**src/rtl/burst_pkg.sv**
```systemverilog
package burst_pkg;

    typedef enum logic [1:0] {
        BMODE_FULL = 2'b00,
        BMODE_OTF  = 2'b01,
        BMODE_HALF = 2'b10,
        BMODE_RSVD = 2'b11
    } bmode_e;

    // Per-command chop decision from the configured length setting
    function automatic logic half_burst(input bmode_e mode, input logic chop_req);
        return (mode == BMODE_HALF) || ((mode == BMODE_OTF) && chop_req);
    endfunction

    // Fixed half setting pulls the recovery marker in
    function automatic logic early_mark(input bmode_e mode);
        return mode == BMODE_HALF;
    endfunction

endpackage

```
**src/rtl/burst_beat_ctrl.sv**
```systemverilog
module burst_beat_ctrl
    import burst_pkg::*;
#(
    parameter int BEATS = 8
) (
    input  logic                     clk,
    input  logic                     rst_n,
    input  logic [1:0]               cfg_bmode,
    input  logic                     cfg_interleave,
    input  logic                     cmd_valid,
    input  logic                     cmd_write,
    input  logic                     cmd_chop,
    input  logic [$clog2(BEATS)-1:0] cmd_col,
    output logic                     act_o,
    output logic [$clog2(BEATS)-1:0] idx_o,
    output logic [$clog2(BEATS)-1:0] start_o,
    output logic                     ilv_o,
    output logic                     wr_o,
    output logic                     last_o,
    output logic                     ready_o,
    output logic                     acc_wr_o,
    output logic                     acc_early_o
);

    localparam int IDX_W     = $clog2(BEATS);
    localparam int FULL_LAST = BEATS - 1;
    localparam int HALF_LAST = BEATS / 2 - 1;

    typedef struct packed {
        logic             act;
        logic [IDX_W-1:0] idx;
        logic [IDX_W-1:0] start;
        logic             ilv;
        logic             wr;
        logic             half;
    } beat_st_t;

    beat_st_t st_d, st_q;
    logic     last_w, ready_w, accept_w;
    bmode_e   mode_w;

    assign mode_w   = bmode_e'(cfg_bmode);
    assign last_w   = st_q.act &&
                      (st_q.idx == (st_q.half ? IDX_W'(HALF_LAST) : IDX_W'(FULL_LAST)));
    assign ready_w  = !st_q.act || last_w;
    assign accept_w = cmd_valid && ready_w;

    always_comb begin
        st_d = st_q;
        if (accept_w) begin
            st_d.act   = 1'b1;
            st_d.idx   = '0;
            st_d.start = cmd_col;
            st_d.ilv   = cfg_interleave;
            st_d.wr    = cmd_write;
            st_d.half  = half_burst(mode_w, cmd_chop);
        end else if (last_w) begin
            st_d.act = 1'b0;
        end else if (st_q.act) begin
            st_d.idx = st_q.idx + 1'b1;
        end
    end

    always_ff @(posedge clk) begin
        if (!rst_n) st_q <= '0;
        else        st_q <= st_d;
    end

    assign act_o       = st_q.act;
    assign idx_o       = st_q.idx;
    assign start_o     = st_q.start;
    assign ilv_o       = st_q.ilv;
    assign wr_o        = st_q.wr;
    assign last_o      = last_w;
    assign ready_o     = ready_w;
    assign acc_wr_o    = accept_w && cmd_write;
    assign acc_early_o = early_mark(mode_w);


    beat_run_chk: assert property (@(posedge clk) disable iff (!rst_n)
        (st_q.act && !last_w) |=> (st_q.act && st_q.idx == IDX_W'($past(st_q.idx) + 1'b1)));


    idle_ready_chk: assert property (@(posedge clk) disable iff (!rst_n)
        !st_q.act |-> ready_o);


    chain_start_chk: assert property (@(posedge clk) disable iff (!rst_n)
        (last_w && cmd_valid) |=> (st_q.act && st_q.idx == '0));

endmodule

```
**src/rtl/burst_col_map.sv**
```systemverilog
module burst_col_map #(
    parameter int BEATS = 8
) (
    input  logic                     act_i,
    input  logic [$clog2(BEATS)-1:0] idx_i,
    input  logic [$clog2(BEATS)-1:0] start_i,
    input  logic                     ilv_i,
    input  logic                     wr_i,
    output logic [$clog2(BEATS)-1:0] col_o
);

    localparam int IDX_W = $clog2(BEATS);
    localparam int LOW_W = IDX_W - 1;

    logic [LOW_W-1:0] wrap_w;

    assign wrap_w = start_i[LOW_W-1:0] + idx_i[LOW_W-1:0];

    always_comb begin
        if (!act_i) begin
            col_o = '0;
        end else if (wr_i) begin
            col_o = idx_i;
        end else if (ilv_i) begin
            col_o = start_i ^ idx_i;
        end else begin
            col_o = {start_i[IDX_W-1] ^ idx_i[IDX_W-1], wrap_w};
        end
    end

endmodule

```
**src/rtl/burst_wr_mark.sv**
```systemverilog
module burst_wr_mark #(
    parameter int BEATS = 8,
    parameter int EARLY = 2
) (
    input  logic clk,
    input  logic rst_n,
    input  logic acc_wr_i,
    input  logic acc_early_i,
    output logic mark_o
);

    localparam int DLY_LONG  = BEATS + 1;
    localparam int DLY_SHORT = DLY_LONG - EARLY;

    typedef struct packed {
        logic [DLY_LONG-1:0]  long_sr;
        logic [DLY_SHORT-1:0] short_sr;
    } mark_st_t;

    mark_st_t st_d, st_q;

    always_comb begin
        st_d.long_sr  = {st_q.long_sr[DLY_LONG-2:0], acc_wr_i && !acc_early_i};
        st_d.short_sr = {st_q.short_sr[DLY_SHORT-2:0], acc_wr_i && acc_early_i};
    end

    always_ff @(posedge clk) begin
        if (!rst_n) st_q <= '0;
        else        st_q <= st_d;
    end

    assign mark_o = st_q.long_sr[DLY_LONG-1] | st_q.short_sr[DLY_SHORT-1];


    mark_pulse_chk: assert property (@(posedge clk) disable iff (!rst_n)
        mark_o |=> !mark_o);

endmodule

```
**src/rtl/burst_order_gen.sv**
```systemverilog
module burst_order_gen #(
    parameter int BEATS = 8,
    parameter int EARLY = 2
) (
    input  logic                     clk,
    input  logic                     rst_n,
    input  logic [1:0]               cfg_bmode,
    input  logic                     cfg_interleave,
    input  logic                     cmd_valid,
    input  logic                     cmd_write,
    input  logic                     cmd_chop,
    input  logic [$clog2(BEATS)-1:0] cmd_col,
    output logic                     cmd_ready,
    output logic                     beat_valid,
    output logic [$clog2(BEATS)-1:0] beat_col,
    output logic                     beat_last,
    output logic                     wr_rec_mark
);

    localparam int IDX_W = $clog2(BEATS);

    logic             act_w, ilv_w, wr_w, acc_wr_w, acc_early_w;
    logic [IDX_W-1:0] idx_w, start_w;

    burst_beat_ctrl #(.BEATS(BEATS)) u_ctrl (
        .clk            (clk),
        .rst_n          (rst_n),
        .cfg_bmode      (cfg_bmode),
        .cfg_interleave (cfg_interleave),
        .cmd_valid      (cmd_valid),
        .cmd_write      (cmd_write),
        .cmd_chop       (cmd_chop),
        .cmd_col        (cmd_col),
        .act_o          (act_w),
        .idx_o          (idx_w),
        .start_o        (start_w),
        .ilv_o          (ilv_w),
        .wr_o           (wr_w),
        .last_o         (beat_last),
        .ready_o        (cmd_ready),
        .acc_wr_o       (acc_wr_w),
        .acc_early_o    (acc_early_w)
    );

    burst_col_map #(.BEATS(BEATS)) u_map (
        .act_i   (act_w),
        .idx_i   (idx_w),
        .start_i (start_w),
        .ilv_i   (ilv_w),
        .wr_i    (wr_w),
        .col_o   (beat_col)
    );

    burst_wr_mark #(.BEATS(BEATS), .EARLY(EARLY)) u_mark (
        .clk         (clk),
        .rst_n       (rst_n),
        .acc_wr_i    (acc_wr_w),
        .acc_early_i (acc_early_w),
        .mark_o      (wr_rec_mark)
    );

    assign beat_valid = act_w;


    last_in_burst_chk: assert property (@(posedge clk) disable iff (!rst_n)
        beat_last |-> beat_valid);

endmodule

```
**config.mk**
```make
export PLATFORM = sky130hd
export DESIGN_NAME = burst_order_gen
export DESIGN_NICKNAME = d
export VERILOG_FILES = /design/src/rtl/burst_pkg.sv /design/src/rtl/burst_beat_ctrl.sv /design/src/rtl/burst_col_map.sv /design/src/rtl/burst_wr_mark.sv /design/src/rtl/burst_order_gen.sv
export SDC_FILE = /design/constraint.sdc
export NUM_CORES = 1
export LEC_CHECK = 0
export ABC_AREA = 0
export BUFFER_PORTS_ARGS = -buffer_cell sky130_fd_sc_hd__buf_2
export CAP_MARGIN = 20
export CELL_PAD_IN_SITES_DETAIL_PLACEMENT = 0
export CELL_PAD_IN_SITES_GLOBAL_PLACEMENT = 1
export CORE_MARGIN = 2
export CORE_UTILIZATION = 40
export DETAILED_ROUTE_END_ITERATION = 7
export GPL_TIMING_DRIVEN = 0
export HOLD_SLACK_MARGIN = 0.08
export PLACE_DENSITY_LB_ADDON = 0.15
export SYNTH_ARGS = -nofsm -noshare
export SYNTH_HDL_FRONTEND = slang
export SYNTH_SLANG_ARGS = --single-unit
export TNS_END_PERCENT = 30
```
**constraint.sdc**
```tcl
create_clock -name clk -period 1.85 [get_ports clk]
set_clock_uncertainty 0.2 [all_clocks]
set_input_delay 0.0925 -clock clk [delete_from_list [all_inputs] [get_ports clk]]
set_output_delay 0.0925 -clock clk [all_outputs]
set_load 0.05 [all_outputs]
```
Word-level counts from Yosys, hierarchy flattened
Index checks and enable logic that the tools add are counted.

operators by class
  $add $sub $neg = 2
  equality and inequality tests = 3
  bitwise logic cells = 5
  magnitude comparators = 0
  multipliers = 0
  shift-type cells = 0
  multiplexer cells = 8
  div/mod/pow operators = 0
  reductions and logical operators = 13

operator list
  cell                                                  count
  two-way mux 3 bit                                     6
  logical AND 1 bit                                     6
  two-way mux 4 bit                                     1
  adder 3 x 1 -> 3 bit (second input constant)          1
  equality test 3 bit                                   1
  bitwise XOR 3 bit                                     1
  adder 2 bit                                           1
  equality test 2 x 1 -> 1 bit (second input constant)  1
  equality test 2 bit (second input constant)           1
  zero test 1 bit                                       2
  logical OR 1 bit                                      2
  inverter 1 bit                                        2
  AND reduction 2 bit                                   1
  nonzero test 2 bit                                    1
  OR reduction 2 bit                                    1
  two-way mux 1 bit                                     1
  OR 1 bit                                              1
  bitwise XOR 1 bit                                     1

storage, ports and cells
  memories kept = 0
  input bits = 11
  bits in writable memories = 0
  latch bits = 0
  word-level logic and storage cells = 39
  bits in registers = 26
  memory bits (read-only) = 0

Longest topological paths before layout
Gate-level depths: netlist of run 1.

  depth after elaboration = 7
  depth in mapped cells = 5

Cells and area by module
A second synthesis of run 1 with hierarchy kept.

second synthesis, totals
  cell total of the unflattened synthesis = 107
  area total of the unflattened synthesis = 1099.8 um2

modules (own cells, without submodules)
  module           sequential area each (um2)  cells each  instances  area each (um2)
  burst_beat_ctrl  200.2                       60          1          540.5
  burst_wr_mark    320.3                       34          1          455.4
  burst_col_map    0.0                         13          1          103.8

Worst setup path after synthesis of run 1
No wires, ideal clock.

  kind = register to output
  start = register u_ctrl.st_q (netlist bit u_ctrl.idx_o[0])
  end = output beat_col[1]
  data arrival time = 2174 ps
  buffers on the path = 0
  cell stages (with the launch flop) = 6
  required time = 1558 ps
  setup slack = -616 ps
  cells stage by stage = dfxtp_1 ha_1 nor2b_1 xnor2_1 or3_1 a21boi_0

on the way
  word-level cells in the longest chain between the ends = 4

RTL lines
  item                    line                   text
  from (decl)             burst_beat_ctrl.sv:38  beat_st_t st_d, st_q;
  from (signal assigned)  burst_beat_ctrl.sv:66  else st_q <= st_d;
  adder 2 bit             burst_col_map.sv:17    assign wrap_w = start_i[LOW_W-1:0] + idx_i[LOW_W-1:0];
  two-way mux 3 bit       burst_col_map.sv:24    end else if (ilv_i) begin
  two-way mux 3 bit       burst_col_map.sv:22    end else if (wr_i) begin
  two-way mux 3 bit       burst_col_map.sv:20    if (!act_i) begin
  to (decl)               burst_order_gen.sv:15  output logic [$clog2(BEATS)-1:0] beat_col,

No other way between the ends.

Final worst setup path of run 1
Same ends and word-level chain as after synthesis.

==> results.txt, run 1 <==
Initial Util = 0.428
Max rail drop VDD = 0.587 mV
Detailed-route wire length per cell = 10.5 um
DP Wirelength = 1150 um
First-pass GRT wire length = 2960 um
Hold path endpoint = u_mark.st_d[11]
# setup viols final = 1
Largest net degree at the start of global routing = 16
GRT Util Overall = 0.147
Total CTS buffers = 3
Die Ht = 53.1 um
Min-Delay Startpoint = u_mark.st_d[10]
RSZ-0062 raised after global routing = true
CP endpoint kind = primary output
Cell variety after synth = 24
Clk buf depth = 2
Pre-antenna DRT Iters = 3
Critical Path Source Type = flip-flop
Critical Path RT = 1.56 ns
Final WL = 1690 um
Die area = 2820 um2
Final Hold Viols = 0
Reg2reg start = u_ctrl.idx_o[0]
Vias per cell = 4.77
Mapped Cells = 99
Top cell type's share of synthesized area = 0.539
Io pins = 18
EDFF count, synth = 0
CP max FO = 3
Gr ovfl total = 0
Vias in the first global route = 746
Area leader, netlist = dfxtp_1
CTS tree = built
Outcome = finished, violations left
Critical path type = flip-flop to primary output
Buffers added on ports = 17
Maximum clock frequency = 491 MHz
Pwr Total = 1.09 mW
Mapped Area = 966 um2
Net total in the final layout = 147
Die width = 53.1 um
Row count = 17
Worst hold path class = flip-flop to flip-flop
Cell with the most instances after synthesis = dfxtp_1
RePlAce Congestion = 0.725
Reg2reg end = u_ctrl.act_o
Worst skew pair latency = 0.32 ns
Syn-to-layout area delta = 33.4%
Clock root cell = clkbuf_4
Min Tclk post-route = 2.04 ns
Post-synth net total = 112
CTS H-tree depth = 1
Post-Syn Area per Cell = 9.76 um2
Post-synthesis sequential area ratio = 0.539
Main synth FF type = dfxtp_1
R2R cell count = 4
Worst slew margin = 0.734
Max Cap Viol = 0
Synth warn = 0
Register-to-Register Setup Slack = 0.02 ns
Pwr Density = 846 nW/um2
Max Slew Vio Count = 0
Commonest cells in the netlist = dfxtp_1 (26), and2_1 (15), o21ai_0 (10), nand2_1 (7), nand3_1 (7)
Asr flop ratio synth = 0
Synthesized flop and latch total = 26
Clk pin slew, worst setup/hold paths = 0.14 ns
LEAKAGE = 0.552 nW
Layout cells sized above 1 = 0.256
Antenna Cells = 0
Worst Slack Setup Final = -0.186 ns
Post-DRT Antenna Nets = 0
Initial DRC Count = 4
Final Cycle Share = 1.10
CTS Sinks = 26
Hold path depth = 1
Failing checks = setup timing
Hold slack final = 0.243 ns
Crit path DAT = 1.74 ns
Initial antenna violation count = 0
Drt drc = 0
Core ar. = 2250 um2
Tightest Pin Transition = 0.399 ns
Vias post-DR = 768
Synth top area cells = dfxtp_1 (54%), and2_1 (9.7%), o21ai_0 (5.2%)
==> cell usage in the layout, fill, tap and decap left out, drive strengths merged, types with 3 or more instances in the layout <==
| cell type | synthesis | layout |
|---|---|---|
| dfxtp | 26 | 26 |
| o21ai | 10 | 10 |
| inv | 3 | 3 |
| dlygate4sd3 | 0 | 11 |
| and2 | 15 | 15 |
| nand3 | 7 | 7 |
| nor2b | 5 | 5 |
| clkbuf | 3 | 6 |
| buf | 1 | 20 |
| nand2 | 7 | 7 |
| nand3b | 3 | 3 |
==> power breakdown <==
part | switching, mW | total [mW] | internal, mW
Sequential | 0.0122 | 0.587 | 0.575
Combinational | 0.0647 | 0.122 | 0.0576
Clock | 0.162 | 0.381 | 0.219
Total | 0.239 | 1.09 | 0.851
==> state kept, by name (all words and copies together), names as in the netlist <==
register and flops:
u_ctrl.ilv_o 1, u_ctrl.st_q 1, u_mark.st_d 14, u_ctrl.start_o 3, u_mark.st_q 2, u_ctrl.wr_o 1, u_ctrl.idx_o 3, u_ctrl.act_o 1
==> final cells by class <==
class                      count  area [um2]
clock inverter                 1        30.0
tap                           28        35.0
multi-input combinational     66         430
clock buffer                   3        22.5
inverter                       3        11.3
sequential                    26         524
timing repair buffer          30         216
buffer                         4        18.8
fill                         222         966
==> timing repair <==
item	in CTS	in global routing
cloned	0	0
setup endpoints to repair	2	3
hold buffers	11	0
setup buffers	2	0
pin swaps	1	0
endpoints found under the hold margin	12	0
gates resized for setup	6	2
==> stage by stage <==
step / std cells / setup TNS [ns] / utilization / worst slack (ns) / area (um2)
4_1_cts: 161 / -0.196 / 0.568 / -0.196 / 1280
3_5_place_dp: 144 / 0 / 0.483 / 0.0380 / 1090
3_3_place_gp: 144 / 0 / 0.483 / 0.0647 / 1090
2_1_floorplan: 99 / 0 / - / 0.0224 / 970
6_report: 161 / -0.186 / 0.572 / -0.186 / 1290
5_1_grt: 161 / -0.336 / 0.572 / -0.293 / 1290
==> critical path, stage by stage (launching register included) <==
cell      delay [ns]
dfxtp_2         0.36
ha_1            0.17
nor2b_1         0.13
xnor2_1         0.13
or3_1           0.32
a21boi_2        0.14
buf_6           0.17
==> worst max path at each step <==
stage / startpoint / end / slack, ns / cells past startpoint
final: u_ctrl.idx_o[0] / beat_col[1] / -0.19 / 6
after global routing: u_ctrl.idx_o[0] / beat_col[1] / -0.29 / 6
after CTS: u_ctrl.idx_o[0] / beat_col[1] / -0.20 / 6
after detailed placement: u_ctrl.idx_o[0] / beat_col[1] / 0.04 / 6
after global placement: u_ctrl.idx_o[0] / beat_col[1] / 0.06 / 6
after floorplan: u_ctrl.idx_o[0] / beat_col[1] / 0.02 / 5
==> logic make-up after synthesis <==
logic type	share of synthesized area
AO/OA/AOI/OAI	0.102
XOR/XNOR	0.0272
adder cells (fa/ha/maj)	0.0259
buffers and inverters	0.0311
flip-flops	0.539
multiplexers	0.0207
AND/OR/NAND/NOR	0.254
==> routing by layer <==
metal / GRT usage / up-vias / share of wire
li1: - / 396 / -
met4: 0.0812 / 0 / 0.010
met1: 0.172 / 355 / 0.50
met5: 0 / - / 0
met2: 0.244 / 15 / 0.45
met3: 0.0339 / 2 / 0.041
No activity file was read; power rests on OpenSTA's default activity.
==> run 2, diff against run 1 <==
--- a/constraint.sdc
+++ b/constraint.sdc
@@ -4,2 +4,2 @@
 set_output_delay 0.0925 -clock clk [all_outputs]
-set_load 0.05 [all_outputs]
+set_load 0.005 [all_outputs]
==> run 2 against run 1 <==
Effect of this change:
- register-to-register slack better by 0.23 ns
- cell count fell by 1.2%
- utilization is 1.6 points lower
- worst setup slack better by 0.081 ns
- sequential power barely moved
- the flow still finishes with violations (setup timing)
- first-iteration DRC count increased to 2.5 times the previous value
- total power shrank 2.6%
- hold slack gained 0.0051 ns
- global-route usage grew 0.41 points
- via count decreased by 3.8%
- critical path type unchanged
- non-clock buffer count down 2
- routed wire length decreased by 2.5%
==> results.txt, run 2 (synthesis gave the netlist of run 1 again) <==
Vias in the first global route = 706
Die area = 2820 um2
Critical path type = flip-flop to primary output
RePlAce Congestion = 0.738
Total CTS buffers = 3
Syn-to-layout area delta = 29.8%
Detailed-route wire length per cell = 10.4 um
Net Switching = 217 uW
Initial DRC Count = 10
Final Hold Viols = 0
Critical Path RT = 1.56 ns
Initial Util = 0.428
LEAKAGE = 0.541 nW
CP max FO = 4
Clock root cell = clkbuf_4
Max FFs per register = 14
Sw frac = 0.204
Buffers added on ports = 17
DP Wirelength = 1140 um
Clock power share = 0.360
Pwr Density = 847 nW/um2
Drt drc = 0
Flop pwr share = 0.552
Internal power = 845 uW
Layout cells sized above 1 = 0.221
Min Tclk post-route = 1.95 ns
Most frequent cells in the layout = dfxtp_1 (25), buf_2 (17), and2_1 (15)
Max Cap Viol = 0
Max Slew Vio Count = 0
Final WL = 1650 um
Row count = 17
CTS H-tree depth = 1
RSZ-0062 raised after global routing = true
Post-DRT Antenna Nets = 0
Maximum clock frequency = 512 MHz
Io pins = 18
Die width = 53.1 um
Worst skew pair latency = 0.31 ns
CP Buf/Inv Count = 1
Antenna Cells = 0
Core ar. = 2250 um2
Cell family with most CP delay = simple AND/OR/NAND/NOR gates
First-pass GRT wire length = 2980 um
CTS tree = built
Failing checks = setup timing
Worst slew margin = 0.724
Gr ovfl total = 0
Vias post-DR = 739
CTS Sinks = 26
CP endpoint kind = primary output
GRT Util Overall = 0.151
Crit path largest cell delay = 0.38 ns
Clk pin slew, worst setup/hold paths = 0.14 ns
Largest net degree at the start of global routing = 16
DP Cell Count = 144
Gate power share = 0.088
Clk buf depth = 2
Hold slack final = 0.248 ns
Die Ht = 53.1 um
Worst hold path class = flip-flop to flip-flop
Initial antenna violation count = 0
Worst Slack Setup Final = -0.104 ns
Commonest non-fill, non-tap cell in the layout = dfxtp_1
CP cell instances = ha_1 > nor2b_1 > xnor2_1 > or3_1 > a21boi_1 > buf_2
Outcome = finished, violations left
# setup viols final = 1
CP max stage cell = dfxtp_4
Final Instance Count excl. Fillers = 159
Vias per cell = 4.65
Max rail drop VDD = 0.580 mV
Crit path DAT = 1.66 ns
Final Cycle Share = 1.06
Pre-antenna DRT Iters = 4
Net total in the final layout = 145
Critical Path Source Type = flip-flop
Tightest Pin Transition = 0.414 ns
-- run 2: cell types whose count changed in the layout (fill, tap and decap cells not counted), sizes merged --
cell	change
dlygate4sd3	-1
buf	-1
-- run 2: stage by stage --
stage | setup WS, ns | cell area [um2] | util | total power, mW | setup TNS (ns)
floorplan | 0.331 | 966 | - | 0.640 | 0
global placement | 0.198 | 1090 | 0.482 | 0.671 | 0
detailed placement | 0.171 | 1090 | 0.482 | 0.673 | 0
CTS | -0.131 | 1250 | 0.554 | 1.07 | -0.131
global route | -0.241 | 1250 | 0.556 | 1.11 | -0.241
finish | -0.104 | 1250 | 0.556 | 1.06 | -0.104
-- run 2: power groups by stage --
stage | clock network [mW] | registers (mW) | logic, mW
floorplan | 0 | 0.596 | 0.0449
global placement | 0 | 0.599 | 0.0725
detailed placement | 0 | 0.599 | 0.0738
CTS | 0.393 | 0.586 | 0.0934
global route | 0.413 | 0.588 | 0.108
finish | 0.382 | 0.586 | 0.0936
-- run 2: timing repair --
action | 4_1_cts | 5_1_grt
endpoints found under the hold margin | 12 | 0
buffers inserted | 1 | 0
hold buffers | 10 | 0
pin swaps | 1 | 0
setup endpoints to repair | 2 | 2
gates resized for setup | 4 | 1
-- run 2: layout make-up --
| type | instances | area [um2] |
|---|---|---|
| clock buffer | 3 | 22.5 |
| multi-input combinational | 66 | 419 |
| timing repair buffer | 28 | 193 |
| buffer | 4 | 18.8 |
| inverter | 3 | 11.3 |
| fill | 225 | 1000 |
| clock inverter | 1 | 30.0 |
| tap | 28 | 35.0 |
| sequential | 26 | 524 |
-- run 2: final timing paths --
kind	startpoint	end	slack, ns	depth (start not counted)
worst min register to register	u_mark.st_d[10]	u_mark.st_d[11]	0.25	1
worst max register to register	u_ctrl.idx_o[1]	u_ctrl.idx_o[2]	0.25	5
worst min-delay path	u_mark.st_d[10]	u_mark.st_d[11]	0.25	1
worst max-delay path	u_ctrl.idx_o[0]	beat_col[1]	-0.10	6
-- run 2: layer usage --
layer	part of all wire	global-route usage	up-vias
li1	-	-	393
met1	0.50	0.186	322
met2	0.44	0.238	20
met3	0.041	0.0339	4
met4	0.016	0.0897	0
met5	0	0	-
==> run 3, diff against run 2 <==
==> constraint.sdc (replaced) <==
create_clock -name clk -period 1.85 [get_ports clk]
set_clock_uncertainty 0.2 [all_clocks]
set_input_delay 0 -clock clk [delete_from_list [all_inputs] [get_ports clk]]
set_output_delay 0 -clock clk [all_outputs]
set_load 0.005 [all_outputs]
==> run 3 against run 2 <==
Effect of this change:
- the flow still finishes with violations (setup timing)
- cell count unchanged
- hold slack worse by 0.041 ns
- non-clock buffer count is the same
- combinational power down 0.7%
- total power is essentially flat
- die area did not move
- routed wire length fell by 0.61%
- critical endpoint unchanged
==> results.txt, run 3 (synthesis gave the netlist of run 1 again) <==
Internal power = 844 uW
Global-route track usage on met1 = 0.186
Max rail drop VDD = 0.579 mV
Clock power share = 0.360
Most frequent cells in the layout = dfxtp_1 (25), buf_2 (17), and2_1 (15)
CP max stage cell = dfxtp_4
Initial antenna violation count = 0
Worst Slack Setup Final = -0.0115 ns
Initial DRC Count = 9
Max FFs per register = 14
Setup WS pre-CTS = 0.188 ns
Vias per cell = 4.70
GR peak layer = met2
Worst hold path class = input port to flip-flop
Clock root cell = clkbuf_4
Largest net degree at the start of global routing = 16
CP cell instances = ha_1 > nor2b_1 > xnor2_1 > or3_1 > a21boi_1 > buf_2
Commonest non-fill, non-tap cell in the layout = dfxtp_1
Total CTS buffers = 3
Max Cap Viol = 0
Critical Path RT = 1.65 ns
Pwr Density = 849 nW/um2
# setup viols final = 1
RePlAce Congestion = 0.738
Antenna Cells = 0
Buffers added on ports = 17
CTS H-tree depth = 1
Tightest Pin Transition = 0.414 ns
Detailed-route wire length per cell = 10.3 um
RSZ-0062 raised after global routing = true
Crit path largest cell delay = 0.38 ns
CP endpoint kind = primary output
Initial Util = 0.428
Worst slew margin = 0.724
Post-Route Utilization = 0.554
Gate power share = 0.088
Die area = 2820 um2
Vias post-DR = 748
Outcome = finished, violations left
Net Switching = 217 uW
Io pins = 18
Cell family with most CP delay = simple AND/OR/NAND/NOR gates
Row count = 17
Max Slew Vio Count = 0
Die Ht = 53.1 um
Die width = 53.1 um
Core ar. = 2250 um2
Final Hold Viols = 0
Worst skew pair latency = 0.32 ns
Syn-to-layout area delta = 29.4%
DP Wirelength = 1140 um
Drt drc = 0
CP Buf/Inv Count = 1
Sw frac = 0.204
Failing checks = setup timing
Final WL = 1640 um
Clk buf depth = 2
Pre-antenna DRT Iters = 4
Vias in the first global route = 706
First-pass GRT wire length = 2980 um
GRT Util Overall = 0.151
Net total in the final layout = 145
CTS tree = built
CTS Sinks = 26
Maximum clock frequency = 537 MHz
Critical path type = flip-flop to primary output
Critical Path Source Type = flip-flop
Layout cells sized above 1 = 0.214
Post-DRT Antenna Nets = 0
Flop pwr share = 0.552
LEAKAGE = 0.540 nW
Clk pin slew, worst setup/hold paths = 0.14 ns
CP max FO = 4
Crit path DAT = 1.66 ns
Min Tclk post-route = 1.86 ns
GRT met2 Usage = 0.238
Gr ovfl total = 0
Final Cycle Share = 1.01
GR Util met3 = 0.0339
run 3: cell counts in the layout (fill, tap and decap cells not counted):
Identical to the previous run, type by type.
run 3: timing repair:
item	CTS	global route
hold buffers	10	0
setup buffers	1	0
setup endpoints to repair	2	1
resized for setup	4	0
hold endpoints to repair	26	0
pin swaps	1	0
gates cloned	0	0
run 3: power by group through the flow:
stage	logic, mW	registers, mW	clock network [mW]
global placement	0.0725	0.599	0
floorplan	0.0449	0.596	0
global route	0.107	0.588	0.413
CTS	0.0934	0.586	0.393
finish	0.0929	0.586	0.382
detailed placement	0.0738	0.599	0
run 3: cell type report:
type / instances / area (um2)
plain buffers: 4 / 18.8
inverters: 3 / 11.3
well taps: 28 / 35.0
fillers: 226 / 1000
clock inverters: 1 / 30.0
clock buffers: 3 / 22.5
multi-input cells: 66 / 415
flip-flops and latches: 26 / 524
repair buffers: 28 / 193
run 3: worst register-to-register path: stages (launching register included):
cell	delay (ns)
dfxtp_1	0.39
ha_1	0.22
or3b_2	0.45
o21ai_0	0.08
a21oi_1	0.09
nor2b_1	0.11
run 3: final timing paths:
check                     to  slack (ns)            start  cells after the start
max              beat_col[1]       -0.01  u_ctrl.idx_o[0]                      6
min           u_mark.st_d[8]        0.21     cfg_bmode[1]                      3
min reg2reg  u_mark.st_d[11]        0.25  u_mark.st_d[10]                      1
max reg2reg  u_ctrl.idx_o[2]        0.26  u_ctrl.idx_o[1]                      5
run 3: through the flow:
stage | power [mW] | setup TNS (ns) | area, um2 | std cells | hold slack [ns]
final | 1.06 | -0.0115 | 1250 | 159 | 0.207
after global routing | 1.11 | -0.148 | 1250 | 159 | 0.206
after CTS | 1.07 | -0.0381 | 1250 | 159 | 0.197
after detailed placement | 0.673 | 0 | 1090 | 144 | 0.0192
after global placement | 0.671 | 0 | 1090 | 144 | 0.0137
after floorplan | 0.640 | 0 | 966 | 99 | -0.124
run 3: per-layer routing:
metal  wire length (um)  vias to the layer above
met2                717                       22
met3                 81                        4
met5                  0                        -
met1                815                      328
li1                   -                      394
met4                 25                        0
